===== config.mk =====
export PLATFORM = sky130hd
export DESIGN_NAME = pbin_act_unit
export DESIGN_NICKNAME = d
export VERILOG_FILES = /design/src/rtl/pbin_pkg.sv /design/src/rtl/pbin_alpha_rom.sv /design/src/rtl/pbin_datapath.sv /design/src/rtl/pbin_act_unit.sv
export SDC_FILE = /design/constraint.sdc
export NUM_CORES = 1
export LEC_CHECK = 0
export CORE_UTILIZATION = 60
export CTS_CLUSTER_SIZE = 14
export DETAILED_ROUTE_END_ITERATION = 6
export GPL_TIMING_DRIVEN = 0
export PLACE_DENSITY = 0.86
export SYNTH_ARGS = -nofsm -noshare
export SYNTH_HDL_FRONTEND = slang
export SYNTH_HIERARCHICAL = 1
export SYNTH_SLANG_ARGS = --single-unit

===== constraint.sdc =====
create_clock -name clk -period 10.8 [get_ports clk]
set_input_delay 2.16 -clock clk [delete_from_list [all_inputs] [get_ports clk]]
set_output_delay 2.16 -clock clk [all_outputs]
set_load 0.01 [all_outputs]

===== src/rtl/pbin_pkg.sv =====
package pbin_pkg;
  typedef enum logic [1:0] {
    PB_FWD  = 2'd0,
    PB_BWD  = 2'd1,
    PB_SIGN = 2'd2,
    PB_THR  = 2'd3
  } pb_mode_e;
endpackage


===== src/rtl/pbin_alpha_rom.sv =====
module pbin_alpha_rom #(
  parameter int EPOCHS    = 50,
  parameter int EW        = 6,
  parameter int AW        = 16,
  parameter int FRAC      = 6,
  parameter int RATIO_Q16 = 75458,  // 1000^(1/49) in Q16
  parameter int END_MULT  = 1000
) (
  input  logic          clk,
  input  logic          rst,
  input  logic [EW-1:0] epoch,
  output logic [AW-1:0] alpha
);
  localparam int SH = FRAC + 16;

  // Geometric schedule, last entry pinned to the end value
  function automatic logic [AW-1:0] entry(input int e);
    longint acc;
    acc = longint'(1) <<< SH;
    for (int i = 0; i < e; i++) acc = (acc * RATIO_Q16 + 32768) >>> 16;
    if (e == EPOCHS - 1) acc = longint'(END_MULT) <<< SH;
    return AW'((acc + 32768) >>> 16);
  endfunction

  localparam logic [AW-1:0] A_FIRST = entry(0);
  localparam logic [AW-1:0] A_LAST  = entry(EPOCHS - 1);

  logic [AW-1:0] table_w [EPOCHS];
  for (genvar e = 0; e < EPOCHS; e++) begin : g_tab
    assign table_w[e] = entry(e);
  end

  logic [EW-1:0] idx;
  always_comb begin
    if (32'(epoch) >= EPOCHS) idx = EW'(EPOCHS - 1);
    else                      idx = epoch;
  end

  always_ff @(posedge clk) begin
    if (rst) alpha <= A_FIRST;
    else     alpha <= table_w[idx];
  end


  alpha_range_chk: assert property (@(posedge clk) disable iff (rst)
    (alpha >= A_FIRST) && (alpha <= A_LAST));
endmodule


===== src/rtl/pbin_datapath.sv =====
module pbin_datapath
  import pbin_pkg::*;
#(
  parameter int W    = 16,
  parameter int AW   = 16,
  parameter int FRAC = 6
) (
  input  pb_mode_e       mode,
  input  logic [W-1:0]   x,
  input  logic [W-1:0]   grad,
  input  logic [W-1:0]   thr,
  input  logic [AW-1:0]  alpha,
  output logic [W-1:0]   result
);
  localparam int PW = W + AW + 1;
  localparam logic signed [PW-1:0] ONE_P = PW'(longint'(1) <<< (W - 2));
  localparam logic signed [PW-1:0] MAX_P = PW'((longint'(1) <<< (W - 1)) - 1);
  localparam logic signed [PW-1:0] MIN_P = -PW'(longint'(1) <<< (W - 1));
  localparam logic [W-1:0] ONE_W  = W'(longint'(1) <<< (W - 2));
  localparam logic [W-1:0] MONE_W = -ONE_W;

  logic signed [PW-1:0] xe, ge, ae, fsc, gsc;
  logic                 in_lin;
  logic [W-1:0]         fwd_v, bwd_v;

  always_comb begin
    xe  = PW'($signed(x));
    ge  = PW'($signed(grad));
    ae  = PW'({1'b0, alpha});
    fsc = (xe * ae) >>> FRAC;
    gsc = (ge * ae) >>> FRAC;
    in_lin = (fsc < ONE_P) && (fsc > -ONE_P);

    if (fsc >= ONE_P)       fwd_v = ONE_W;
    else if (fsc <= -ONE_P) fwd_v = MONE_W;
    else                    fwd_v = W'(fsc);

    if (!in_lin)            bwd_v = '0;
    else if (gsc > MAX_P)   bwd_v = W'(MAX_P);
    else if (gsc < MIN_P)   bwd_v = W'(MIN_P);
    else                    bwd_v = W'(gsc);

    unique case (mode)
      PB_FWD:  result = fwd_v;
      PB_BWD:  result = bwd_v;
      PB_SIGN: result = x[W-1] ? MONE_W : ONE_W;
      default: result = ($signed(x) >= $signed(thr)) ? ONE_W : MONE_W;
    endcase
  end
endmodule


===== src/rtl/pbin_act_unit.sv =====
module pbin_act_unit
  import pbin_pkg::*;
#(
  parameter int W         = 16,
  parameter int AW        = 16,
  parameter int FRAC      = 6,
  parameter int EPOCHS    = 50,
  parameter int RATIO_Q16 = 75458,
  parameter int END_MULT  = 1000,
  localparam int EW       = $clog2(EPOCHS)
) (
  input  logic          clk,
  input  logic          rst,
  input  logic [EW-1:0] epoch,
  input  logic          in_valid,
  output logic          in_ready,
  input  logic [1:0]    in_mode,
  input  logic [W-1:0]  in_x,
  input  logic [W-1:0]  in_grad,
  input  logic [W-1:0]  in_thr,
  output logic          out_valid,
  input  logic          out_ready,
  output logic [W-1:0]  out_data
);
  localparam logic signed [W-1:0] ONE_S = W'(longint'(1) <<< (W - 2));

  logic [AW-1:0] alpha;
  logic [W-1:0]  res_c;
  pb_mode_e      mode_c, mode_q;

  assign mode_c = pb_mode_e'(in_mode);

  pbin_alpha_rom #(
    .EPOCHS(EPOCHS), .EW(EW), .AW(AW), .FRAC(FRAC),
    .RATIO_Q16(RATIO_Q16), .END_MULT(END_MULT)
  ) u_rom (
    .clk(clk), .rst(rst), .epoch(epoch), .alpha(alpha)
  );

  pbin_datapath #(.W(W), .AW(AW), .FRAC(FRAC)) u_dp (
    .mode(mode_c), .x(in_x), .grad(in_grad), .thr(in_thr),
    .alpha(alpha), .result(res_c)
  );

  assign in_ready = !out_valid || out_ready;

  always_ff @(posedge clk) begin
    if (rst) begin
      out_valid <= 1'b0;
      out_data  <= '0;
      mode_q    <= PB_FWD;
    end else if (in_valid && in_ready) begin
      out_valid <= 1'b1;
      out_data  <= res_c;
      mode_q    <= mode_c;
    end else if (out_ready) begin
      out_valid <= 1'b0;
    end
  end


  stall_hold_chk: assert property (@(posedge clk) disable iff (rst)
    (out_valid && !out_ready) |=> (out_valid && $stable(out_data)));


  no_spurious_out_chk: assert property (@(posedge clk) disable iff (rst)
    $rose(out_valid) |-> $past(in_valid));


  fwd_range_chk: assert property (@(posedge clk) disable iff (rst)
    (out_valid && mode_q == PB_FWD) |->
      ($signed(out_data) <= ONE_S && $signed(out_data) >= -ONE_S));


  binary_out_chk: assert property (@(posedge clk) disable iff (rst)
    (out_valid && (mode_q == PB_SIGN || mode_q == PB_THR)) |->
      ($signed(out_data) == ONE_S || $signed(out_data) == -ONE_S));
endmodule


== Word level (Yosys, flattened, before mapping) ==
Memory sizes are Yosys's and may differ from the RTL's. A register that Yosys moved wholly into a read port is not among the register bits.
Cells that the tools add are included.

* Register bits after elaboration: 17
* ROM bits: 1,024
* Input bits: 60
* Output and inout bits: 18
* Logic and storage cells: 33
* Memories kept: 1

* Multipliers: 2
* Order comparisons: 8
* Equality and inequality tests: 2
* Mux-type cells: 11
* Bitwise logic cells: 1
* Reductions and logical operators: 6

{| class="wikitable"
|+ Memories
! name !! depth !! width !! read ports !! clocked after memory_dff !! wr ports !! line !! text
|-
| (name not given) || 64 || 16 || 1 || 1 || 0 || pbin_alpha_rom.sv:41 || <nowiki>else alpha <= table_w[idx];</nowiki>
|}

{| class="wikitable"
|+ Operators with widths
! operator !! count
|-
| $mux W16 || 7
|-
| $mul A16 B17 Y33 || 2
|-
| $lt A27 B16 Y1 const B || 2
|-
| $pmux W16 S3 || 1
|-
| $ge A27 B16 Y1 const B || 1
|-
| $gt A27 B15 Y1 const B || 1
|-
| $gt A27 B16 Y1 const B || 1
|-
| $le A27 B15 Y1 const B || 1
|-
| $ge A16 B16 Y1 || 1
|-
| $not A6 Y7 || 1
|-
| $ge A6 B6 Y1 const B || 1
|-
| $mux W6 || 1
|-
| $eq A2 B1 Y1 const B || 1
|-
| $eq A2 B2 Y1 const B || 1
|-
| $logic_and A1 B1 Y1 || 2
|-
| $logic_not A2 Y1 || 1
|-
| $mux W1 || 2
|-
| $reduce_bool A2 Y1 || 1
|-
| $logic_not A1 Y1 || 1
|-
| $logic_or A1 B1 Y1 || 1
|}

== Depth between registers and ports, before layout ==
* Depth after elaboration: 6
* Mapped depth: 29
* Depth with buffers taken out: 26

== Hierarchy ==
Netlist, hierarchy kept.

{| class="wikitable"
|+ By module, submodules not included
! module !! times used !! cells an instance !! area each (um2) !! seq. area each (um2)
|-
| pbin_datapath || 1 || 2,262 || 19,143.4 || 0.0
|-
| pbin_alpha_rom || 1 || 221 || 1,659.1 || 320.3
|-
| pbin_act_unit || 1 || 78 || 794.5 || 340.3
|}

== Least setup slack after synthesis ==
OpenSTA, ideal clock, no wires.

* Path type: input port to flip-flop
* Start point: input port in_x[1]
* End point: register out_data[10]
* Arrival: 8.672 ns
* Setup slack: 2.062 ns
* Cell stages on the path: 26
* Cell sequence: clkbuf_1 > nand2_1 > fa_1 > fa_1 > fa_1 > inv_1 > fa_1 > fa_1 > inv_1 > fa_1 > inv_1 > ha_1 > buf_2 > a21oi_1 > o21ai_1 > a2111oi_4 > o211ai_2 > a31oi_2 > xor2_1 > nand4_1 > or4b_4 > a21oi_4 > buf_6 > a221o_1 > nand3_1 > a21oi_2

* Word-level cells in the longest chain between the ends: 5
* Elaborated cells on any way between the ends: 10

{| class="wikitable"
|+ RTL lines
! what !! line !! text
|-
| start, declared || pbin_act_unit.sv:18 || <nowiki>input logic [W-1:0] in_x,</nowiki>
|-
| $mul A16 B17 Y33 * || pbin_datapath.sv:30 || <nowiki>fsc = (xe * ae) >>> FRAC;</nowiki>
|-
| $le A27 B15 Y1, or another cell as far along || pbin_datapath.sv:35 || <nowiki>else if (fsc <= -ONE_P) fwd_v = MONE_W;</nowiki>
|-
| $mux W16 / $logic_and A1 B1 Y1 (equally long branches) || pbin_datapath.sv:35, pbin_datapath.sv:32 ||
|-
| $mux W16 (on tied branches) || pbin_datapath.sv:34, pbin_datapath.sv:38 ||
|-
| $pmux W16 S3 * || pbin_datapath.sv:43 || <nowiki>unique case (mode)</nowiki>
|-
| net res_c[10] || pbin_act_unit.sv:28 || <nowiki>logic [W-1:0] res_c;</nowiki>
|-
| end signal, assigned || pbin_act_unit.sv:54 || <nowiki>out_data <= res_c;</nowiki>
|-
| end, declared || pbin_act_unit.sv:23 || <nowiki>output logic [W-1:0] out_data</nowiki>
|}

Mark *: on every way through the listed nets, which the timed path passes. The rest lies on a longest branch.
A chain may end at the register's enable or synchronous reset.

== Worst setup path in the final report ==
* Start point: input port in_x[10]
* End point: register out_data[6]

The elaborated chain is that of the path after synthesis.

==> flow_metrics.env <==
export IMPL_rr_worst_depth=25
export IMPL_drive_gt1_share_pct=4.01
export IMPL_grt_max_degree=13
export IMPL_p_per_area_nw_per_um2=271
export IMPL_vias=18900
export IMPL_cts_root_buf="clkbuf_16"
export IMPL_hold_viol_final=0
export IMPL_yosysUniqueCellTypes=101
export IMPL_first_pass_iters=7
export IMPL_wl_mm=66.8
export IMPL_clock_latency_ps=280
export IMPL_die_h_um=192
export IMPL_gp_congestion=0.996
export IMPL_syn2layout_area_growth_pct=6.82
export IMPL_fillCellCount=2906
export IMPL_postCtsSetupBuffers=0
export IMPL_hold_depth=2
export IMPL_p_leak_nw=11.4
export IMPL_dieArea_um2=36800
export IMPL_min_period_ps=10580
export IMPL_grt_ovfl_total=0
export IMPL_grt_pass1_wl_mm=106
export IMPL_die_x_um=192
export IMPL_netlist_instances=2561
export IMPL_worstMarginPinSlew_ps=1080
export IMPL_ys_async_sr_fraction_pct=0
export IMPL_synth_top_cells_by_count="inv_1, fa_1, nand2_1, ha_1, and2_1"
export IMPL_tritoncts="built"
export IMPL_maxCapViolations=0
export IMPL_dp_final_hpwl_mm=55.1
export IMPL_cts_clk_slew_worst_paths_ps=50
export IMPL_postCtsHoldBufs=0
export IMPL_critPathMaxStageDelay_ps=810
export IMPL_grt_antenna_before_repair=3
export IMPL_synth_net_count=3270
export IMPL_initial_utilization_pct=60.9
export IMPL_placement_rows=69
export IMPL_clock_sinks=33
export IMPL_fmax_mhz=94.5
export IMPL_violations="DRC"
export IMPL_cts_made_buffers=5
export IMPL_pin_count=78
export IMPL_drv_slew=0
export IMPL_crit_arrival_ps=10800
export IMPL_nets=3350
export IMPL_rsz0062_at_grt="false"
export IMPL_required_ps=11020
export IMPL_cp_start_kind="input port"
export IMPL_synth_area_leaders="fa_1, ha_1, inv_1"
export IMPL_syn_avg_cell_area_um2=8.43
export IMPL_worstPathMaxFanout=10
export IMPL_crit_slowest_cell="clkdlybuf4s50_1"
export IMPL_synth_ff_type="dfxtp_1"
export IMPL_grt_total_usage_pct=37.9
export IMPL_yosysTopAreaCell="fa_1"
export IMPL_drc=4
export IMPL_holdWs_ps=577
export IMPL_crit_type="in2reg"
export IMPL_avgViaCountPerCell=6.07
export IMPL_final_setup_viol_count=0
export IMPL_core_area_um2=35500
export IMPL_relSlewSlack_pct=27.8
export IMPL_post_synth_top_count_cell="inv_1"
export IMPL_synth_edf_count=0
export IMPL_grt_pass1_vias=19800
export IMPL_clk_path_buf_depth=2
export IMPL_wl_per_cell_um=21.5
export IMPL_cp_common_cell="fa_1"
export IMPL_portBuffers=73
export IMPL_finalCritPeriodShare_pct=98.0
export IMPL_status="finished, violations left"
export IMPL_ant_nets=0
export IMPL_min_path_type="reg2reg"
export IMPL_setup_ws_ps=217
export IMPL_post_place_ws_ps=-173
export IMPL_skew_ps=6.86
export IMPL_ys_ff_latch=33
export IMPL_ir_worst_vdd_uv=269
export IMPL_synth_top_area_share_pct=35.8
export IMPL_syn_area_um2=21600
export IMPL_htree_levels=2
export IMPL_yosys_warnings=6
export IMPL_drt_iter0_drc=2023
export IMPL_endpoint_kind="flop"
export IMPL_yosysSeqAreaShare_pct=3.06
[cells in the final DEF, fill, tap and decap left out, types with 9 or more instances in the layout]
cell	n
a21o_1	20
dfxtp_1	33
nand2b_1	33
nor2b_1	17
nand4_1	17
a31oi_1	10
inv_1	533
xor2_1	21
o21a_1	13
a21oi_1	79
and2_1	241
nor2_1	75
o21ai_0	46
a211oi_1	17
xnor2_1	29
ha_1	263
o211ai_1	12
clkdlybuf4s50_1	72
a221o_1	18
nand2_1	300
and3_1	10
a21oi_2	14
nand3_1	37
a21bo_1	12
fa_1	386
nor3_1	16
buf_2	20
buf_6	9
clkbuf_1	94
[sequential cells by signal (all words and copies together), names as in the netlist]
signal       flops
u_rom/alpha     16
out_data        16
out_valid        1
[kinds of logic (layout without fill, tap and decap cells)]
| family | Yosys count | in the layout | synth area share [%] |
|---|---|---|---|
| AO/OA/AOI/OAI | 354 | 354 | 12.4 |
| XOR/XNOR | 50 | 50 | 2.03 |
| adder cells (fa/ha/maj) | 649 | 649 | 51.0 |
| buffers and inverters | 671 | 752 | 12.2 |
| flip-flops | 33 | 33 | 3.06 |
| multiplexers | 5 | 5 | 0.232 |
| other | 0 | 3 | 0 |
| AND/OR/NAND/NOR | 799 | 799 | 19.1 |
[where the power goes]
part | internal (mW) | switching, mW | leakage [nW]
logic | 2.08 | 3.90 | 11.1
clock network | 0.0845 | 0.0528 | 0.0706
registers | 0.128 | 0.0128 | 0.270
[through the flow]
stage	total power, mW	util (%)	instance area, um^2	cells	TNS (ps)
after global placement	5.79	64.6	22900	3095	-3.28
after detailed placement	5.91	64.6	22900	3095	-1170
final	6.26	65.0	23100	3106	0
after CTS	6.10	64.9	23000	3103	0
after global routing	6.81	65.0	23100	3104	0
after floorplan	4.08	-	21600	2561	0
[metal layers]
layer | GRT usage, % | wire length, um | part of all wire (%) | up-vias
li1 | - | - | - | 8224
met3 | 8.02 | 7370 | 11 | 282
met2 | 60.2 | 29900 | 45 | 1161
met4 | 19.3 | 4010 | 6.0 | 0
met1 | 48.8 | 25400 | 38 | 9194
met5 | 0 | 0 | 0 | -
[worst max-delay path, delay by kind of cell]
kind | cells | cell delay (ps)
buf+inv | 7 | 2030
simple gates | 6 | 1000
compound gates | 7 | 2290
fa+ha+maj | 7 | 3290
[layout make-up]
type	count	area [um^2]	share of cell area, %
clock inverter	2	10.0	0.0434
sequential	33	661	2.86
buffer	133	616	2.67
inverter	538	2020	8.77
tap	461	577	2.50
clock buffer	6	129	0.559
timing repair buffer	73	733	3.18
multi-input combinational	1857	18300	79.4
antenna	3	7.51	0.0325
[timing repair]
item                                    CTS  global route
gates resized for setup                   0            13
hold endpoints to repair                  0             0
endpoints found under the setup margin    0            15
[path summary, 6_finish.rpt]
kind,start,to,slack (ps)
worst min-delay path,out_data[14]$_SDFFE_PP0P_,out_data[14]$_SDFFE_PP0P_,580
worst max register to register,u_rom/alpha[10]$_SDFF_PP0_,out_data[6]$_SDFFE_PP0P_,2030
worst max-delay path,in_x[10],out_data[6]$_SDFFE_PP0P_,220
worst min register to register,out_data[14]$_SDFFE_PP0P_,out_data[14]$_SDFFE_PP0P_,580
No activity file was read; power rests on OpenSTA's default activity.
